### config.mk
export PLATFORM = sky130hd
export DESIGN_NAME = gpio_irq_agg
export DESIGN_NICKNAME = d
export VERILOG_FILES = /design/src/rtl/gpio_irq_pkg.sv /design/src/rtl/gpio_edge_latch.sv /design/src/rtl/gpio_mask_regs.sv /design/src/rtl/gpio_group_or.sv /design/src/rtl/gpio_irq_agg.sv
export SDC_FILE = /design/constraint.sdc
export NUM_CORES = 1
export LEC_CHECK = 0
export BUFFER_PORTS_ARGS = -buffer_cell sky130_fd_sc_hd__buf_4
export CAP_MARGIN = 30
export CORE_MARGIN = 1
export CORE_UTILIZATION = 55
export CTS_BUF_LIST = sky130_fd_sc_hd__clkbuf_4 sky130_fd_sc_hd__clkbuf_8 sky130_fd_sc_hd__clkbuf_16
export DETAILED_ROUTE_END_ITERATION = 7
export GPL_TIMING_DRIVEN = 0
export PLACE_DENSITY = 0.79
export RECOVER_POWER = 50
export REMOVE_ABC_BUFFERS = 1
export SYNTH_ARGS = -nofsm -noshare
export SYNTH_HDL_FRONTEND = slang
export SYNTH_SLANG_ARGS = --single-unit
### constraint.sdc
create_clock -name clk -period 1.7 [get_ports clk]
set_clock_uncertainty 0.2 [all_clocks]
set_input_delay 0.255 -clock clk [delete_from_list [all_inputs] [get_ports clk]]
set_output_delay 0.255 -clock clk [all_outputs]
set_load 0.01 [all_outputs]
### src/rtl/gpio_irq_pkg.sv
package gpio_irq_pkg;
  localparam int unsigned NPINS   = 32;
  localparam int unsigned GRP_SZ  = 8;
  localparam int unsigned NGRP    = NPINS / GRP_SZ;
  localparam int unsigned ADDR_W  = 4;

  localparam logic [ADDR_W-1:0] OFS_CAUSE = 4'h0;
  localparam logic [ADDR_W-1:0] OFS_EMASK = 4'h4;
  localparam logic [ADDR_W-1:0] OFS_LMASK = 4'h8;
endpackage

### src/rtl/gpio_edge_latch.sv
module gpio_edge_latch #(
  parameter int unsigned N = 32
) (
  input  logic         clk,
  input  logic         rst_n,
  input  logic [N-1:0] lvl,
  input  logic         clr_wr,
  input  logic [N-1:0] clr_keep,
  output logic [N-1:0] cause_q
);
  logic [N-1:0] prev_q;
  logic [N-1:0] rise_w;
  logic [N-1:0] clr_w;

  assign rise_w = lvl & ~prev_q;
  assign clr_w  = clr_wr ? ~clr_keep : '0;

  always_ff @(posedge clk or negedge rst_n) begin
    if (!rst_n) begin
      prev_q  <= '0;
      cause_q <= '0;
    end else begin
      prev_q  <= lvl;
      cause_q <= (cause_q & ~clr_w) | rise_w;
    end
  end


  rise_sets_chk: assert property (@(posedge clk) disable iff (!rst_n)
    (rise_w != '0) |=> ((cause_q & $past(rise_w)) == $past(rise_w)));


  cause_hold_chk: assert property (@(posedge clk) disable iff (!rst_n)
    (cause_q != '0) |=> (($past(cause_q) & ~$past(clr_w) & ~cause_q) == '0));


  no_spurious_set_chk: assert property (@(posedge clk) disable iff (!rst_n)
    (rise_w == '0) |=> ((cause_q & ~$past(cause_q)) == '0));
endmodule

### src/rtl/gpio_mask_regs.sv
module gpio_mask_regs
  import gpio_irq_pkg::*;
#(
  parameter int unsigned N = 32
) (
  input  logic              clk,
  input  logic              rst_n,
  input  logic              wr,
  input  logic [ADDR_W-1:0] addr,
  input  logic [N-1:0]      wdata,
  output logic [N-1:0]      emask_q,
  output logic [N-1:0]      lmask_q
);
  always_ff @(posedge clk or negedge rst_n) begin
    if (!rst_n) begin
      emask_q <= '0;
      lmask_q <= '0;
    end else if (wr) begin
      if (addr == OFS_EMASK) emask_q <= wdata;
      if (addr == OFS_LMASK) lmask_q <= wdata;
    end
  end


  emask_load_chk: assert property (@(posedge clk) disable iff (!rst_n)
    (wr && addr == OFS_EMASK) |=> (emask_q == $past(wdata)));


  lmask_keep_chk: assert property (@(posedge clk) disable iff (!rst_n)
    (wr && addr != OFS_LMASK) |=> $stable(lmask_q));
endmodule

### src/rtl/gpio_group_or.sv
module gpio_group_or #(
  parameter int unsigned N     = 32,
  parameter int unsigned GSZ   = 8,
  localparam int unsigned NG   = N / GSZ
) (
  input  logic          clk,
  input  logic          rst_n,
  input  logic [N-1:0]  req,
  output logic [NG-1:0] grp_q
);
  logic [NG-1:0] grp_d;

  for (genvar g = 0; g < NG; g++) begin : g_grp
    assign grp_d[g] = |req[g*GSZ +: GSZ];
  end

  always_ff @(posedge clk or negedge rst_n) begin
    if (!rst_n) grp_q <= '0;
    else        grp_q <= grp_d;
  end


  idle_grp_chk: assert property (@(posedge clk) disable iff (!rst_n)
    (req == '0) |=> (grp_q == '0));
endmodule

### src/rtl/gpio_irq_agg.sv
module gpio_irq_agg
  import gpio_irq_pkg::*;
(
  input  logic              clk,
  input  logic              rst_n,
  input  logic [NPINS-1:0]  pin_lvl,
  input  logic              reg_wr,
  input  logic [ADDR_W-1:0] reg_addr,
  input  logic [NPINS-1:0]  reg_wdata,
  output logic [NPINS-1:0]  reg_rdata,
  output logic [NGRP-1:0]   grp_irq
);
  logic [NPINS-1:0] cause_q, emask_q, lmask_q, req_w;

  gpio_edge_latch #(.N(NPINS)) u_edge (
    .clk(clk), .rst_n(rst_n), .lvl(pin_lvl),
    .clr_wr(reg_wr && reg_addr == OFS_CAUSE),
    .clr_keep(reg_wdata), .cause_q(cause_q)
  );

  gpio_mask_regs #(.N(NPINS)) u_mask (
    .clk(clk), .rst_n(rst_n), .wr(reg_wr), .addr(reg_addr),
    .wdata(reg_wdata), .emask_q(emask_q), .lmask_q(lmask_q)
  );


  assign req_w = (pin_lvl & lmask_q) | (cause_q & emask_q);

  gpio_group_or #(.N(NPINS), .GSZ(GRP_SZ)) u_grp (
    .clk(clk), .rst_n(rst_n), .req(req_w), .grp_q(grp_irq)
  );

  always_comb begin
    unique case (reg_addr)
      OFS_CAUSE: reg_rdata = cause_q;
      OFS_EMASK: reg_rdata = emask_q;
      OFS_LMASK: reg_rdata = lmask_q;
      default:   reg_rdata = '0;
    endcase
  end


  reset_quiet_chk: assert property (@(posedge clk)
    !rst_n |=> (grp_irq == '0 || rst_n));
endmodule

==> results_dict.tcl <==
set metrics [dict create \
    firstDrtPassIters 6 \
    grt_max_degree 99 \
    syn_inst 419 \
    tritoncts "yes" \
    combinationalPowerShare_pct 17.8 \
    crit_path_max_fanout 3 \
    finalCriticalPeriod_ns 2.046 \
    violations "setup timing" \
    first_global_vias 4907 \
    num_antenna_cells 0 \
    status "complete, but fails checks" \
    globalplace.congestion 0.7567 \
    critPathLaunchType "register" \
    crit_slowest_cell "dfrtp_1" \
    port-buffer-count 106 \
    post-route-util_pct 84.17 \
    finalHoldViolations 0 \
    nFillCells 535 \
    drt-met1-wl_um 6579 \
    path_clk_slew_ns 0.06 \
    leakagePower_nw 3.946 \
    yosysSeqAreaShare_pct 59.14 \
    fin_crit_sh_pct 120.3 \
    grt_overflow_total 0 \
    rows 36 \
    avgSynthCellArea_um2 13.33 \
    wl_met3_um 994 \
    yosysUniqueCellTypes 15 \
    rsz0062_at_grt "yes" \
    vias_per_cell 5.888 \
    drc 0 \
    cts_buffers 17 \
    synth_flop_cell "dfrtp_1" \
    num_io_pins 107 \
    cp_slowest_stage_delay_ns 0.41 \
    synth_warnings 0 \
    critPathArrivalTime_ns 1.59 \
    wl_per_cell_um 20.39 \
    switchingPower_mw 2.384 \
    power_frac_clock_pct 38.5 \
    grt_pass1_wl_um 24370 \
    drt_wl_total_um 16350 \
    place_ws_ns -1.290 \
    top_layer "met4" \
    final_cell_area_um2 8265 \
    final_layout_size_suffix_gt1_share_pct 26.76 \
    synthArstFlopShare_pct 100.0 \
    cts-root-buf "clkbuf_8" \
    clk_latency_ns 0.51 \
    die_h_um 102.8 \
    p_seq_share_pct 43.7 \
    mostFrequentLayoutCells "132 x dfrtp_1, 96 x buf_4, 65 x dlygate4sd3_1" \
    final_nets 727 \
    fmaxAchievable_ghz 0.4888 \
    worst_slew_pin_slew_ns 0.9288 \
    synth_edf_count 0 \
    track_usage_pct 31.15 \
    synth-seq-cells 132 \
    instances_no_fill 802 \
    postPlaceCellArea_um2 6579 \
    wl_met2_um 8456 \
    placedCellCount 644 \
    worstPathRequired_ns 1.24 \
    cts_buffer_depth 2 \
    postRouteAntennaNets 0 \
    via_count 4722 \
    cts.sinks 132 \
    antenna_found_initial 0 \
    end_kind "output pin" \
    criticalPathCategory "reg -> out" \
    final_common_cell "dfrtp_1" \
    power_density_nw_per_um2 1075 \
    finalMaxSlewViolations 0 \
    die_x_um 102.8 \
    worstPathCellList "a222oi_1 -> inv_1 -> buf_6" \
    p_int_mw 6.503 \
    cap_violations 0 \
    first_iter_violations 349 \
    cts_max_level 4 \
    maxSlewHeadroom_pct 38.08 \
    ir_drop_v 0.0008232 \
    syn_area_um2 5585 \
    switching_share_pct 26.82 \
    core-area_um2 9819 \
    report.final.setup_viol 32 \
    dieArea_um2 10560 \
    dp_hpwl_um 8475 \
    synthToLayoutAreaGrowth_pct 47.98 \
    finalSetupTns_ns -7.685 \
    hp-class "in -> reg" \
    timing.final.ws_setup_ns -0.3457 \
    initial_core_util_pct 56.88 \
]
## worst max-delay path, delay by kind of cell, from the launching register on
kind,cells,cell delay (ns)
compound gates,1,0.41
buf+inv,2,0.27
flops,1,0.41
## worst paths after layout
| check | start | slack (ns) | cells after the start | to |
|---|---|---|---|---|
| setup / recovery | u_edge.cause_q[25]$_DFF_PN0_ | -0.35 | 3 | reg_rdata[25] |
| hold / removal | reg_addr[2] | 0.1 | 5 | u_edge.cause_q[17]$_DFF_PN0_ |
| setup reg to reg | u_mask.emask_q[19]$_DFFE_PN0P_ | 0.06 | 5 | u_grp.grp_q[2]$_DFF_PN0_ |
| hold reg to reg | u_mask.emask_q[24]$_DFFE_PN0P_ | 0.32 | 1 | u_mask.emask_q[24]$_DFFE_PN0P_ |
| max in group asynchronous | rst_n | 0.07 | 3 | u_mask.lmask_q[28]$_DFFE_PN0P_ |
| min in group asynchronous | rst_n | 0.22 | 2 | u_edge.prev_q[19]$_DFF_PN0_ |
## registers in the layout (all words and copies together), names as in the netlist
register,cells
u_edge.cause_q,32
u_edge.prev_q,32
u_grp.grp_q,4
u_mask.emask_q,32
u_mask.lmask_q,32
## power by group through the flow
| stage | logic [mW] | clock network [mW] | registers, mW |
|---|---|---|---|
| after global placement | 0.991 | 0 | 3.91 |
| after CTS | 1.51 | 3.44 | 3.85 |
| after floorplan | 0.587 | 0 | 3.84 |
| final | 1.59 | 3.42 | 3.88 |
| after detailed placement | 1.05 | 0 | 3.95 |
| after global routing | 1.71 | 3.59 | 3.92 |
## synth_stat cells (all sizes together), types with 2 or more instances
| master | n | area share (%) |
|---|---|---|
| a221oi | 16 | 2.5 |
| nor4b | 2 | 0.85 |
| nand3b | 32 | 4.3 |
| a222oi | 32 | 5.7 |
| buf | 12 | 1.0 |
| nand4 | 4 | 0.45 |
| mux2 | 64 | 13 |
| nand2 | 2 | 0.22 |
| inv | 64 | 4.3 |
| dfrtp | 132 | 59 |
| clkbuf | 10 | 0.67 |
| a22o | 48 | 7.5 |
## what timing repair did
item / in CTS / in global routing
hold buffers: 65 / 0
pin swaps: 33 / 15
resized for setup: 27 / 10
hold endpoints to repair: 264 / 0
setup endpoints to repair: 96 / 50
setup buffers: 46 / 15
## layout make-up
type,count,area (um^2),share of cell area [%]
Clock buffer,19,435.4,5.268
Multi-Input combinational cell,201,1982,23.98
Tap cell,133,166.4,2.013
Sequential cell,132,3303,39.96
Clock inverter,13,125.1,1.514
Inverter,64,240.2,2.906
Timing Repair Buffer,240,2013,24.36
## metrics by stage
| stage | hold slack [ns] | power [mW] |
|---|---|---|
| final | 0.09591 | 8.886 |
| after global placement | 0.1840 | 4.906 |
| after detailed placement | -0.03252 | 5.004 |
| after global routing | 0.08108 | 9.227 |
| after CTS | 0.008781 | 8.794 |
| after floorplan | -0.2406 | 4.430 |
## per-layer routing
metal | up-vias | track usage (%)
met1 | 2410 | 38.36
met5 | - | 0
met3 | 33 | 6.915
met4 | 0 | 11.70
met2 | 212 | 53.90
li1 | 2067 | -
## cell families (layout without fill, tap and decap cells)
family                 after synthesis  after routing  share of synthesized area [%]
flip-flops                         132            132                          59.14
AO/OA/AOI/OAI                       96             96                          15.77
buffers and inverters               86            336                          5.981
multiplexers                        64             64                          12.90
AND/OR/NAND/NOR                     41             41                          6.205
No activity file was read; power rests on OpenSTA's default activity.
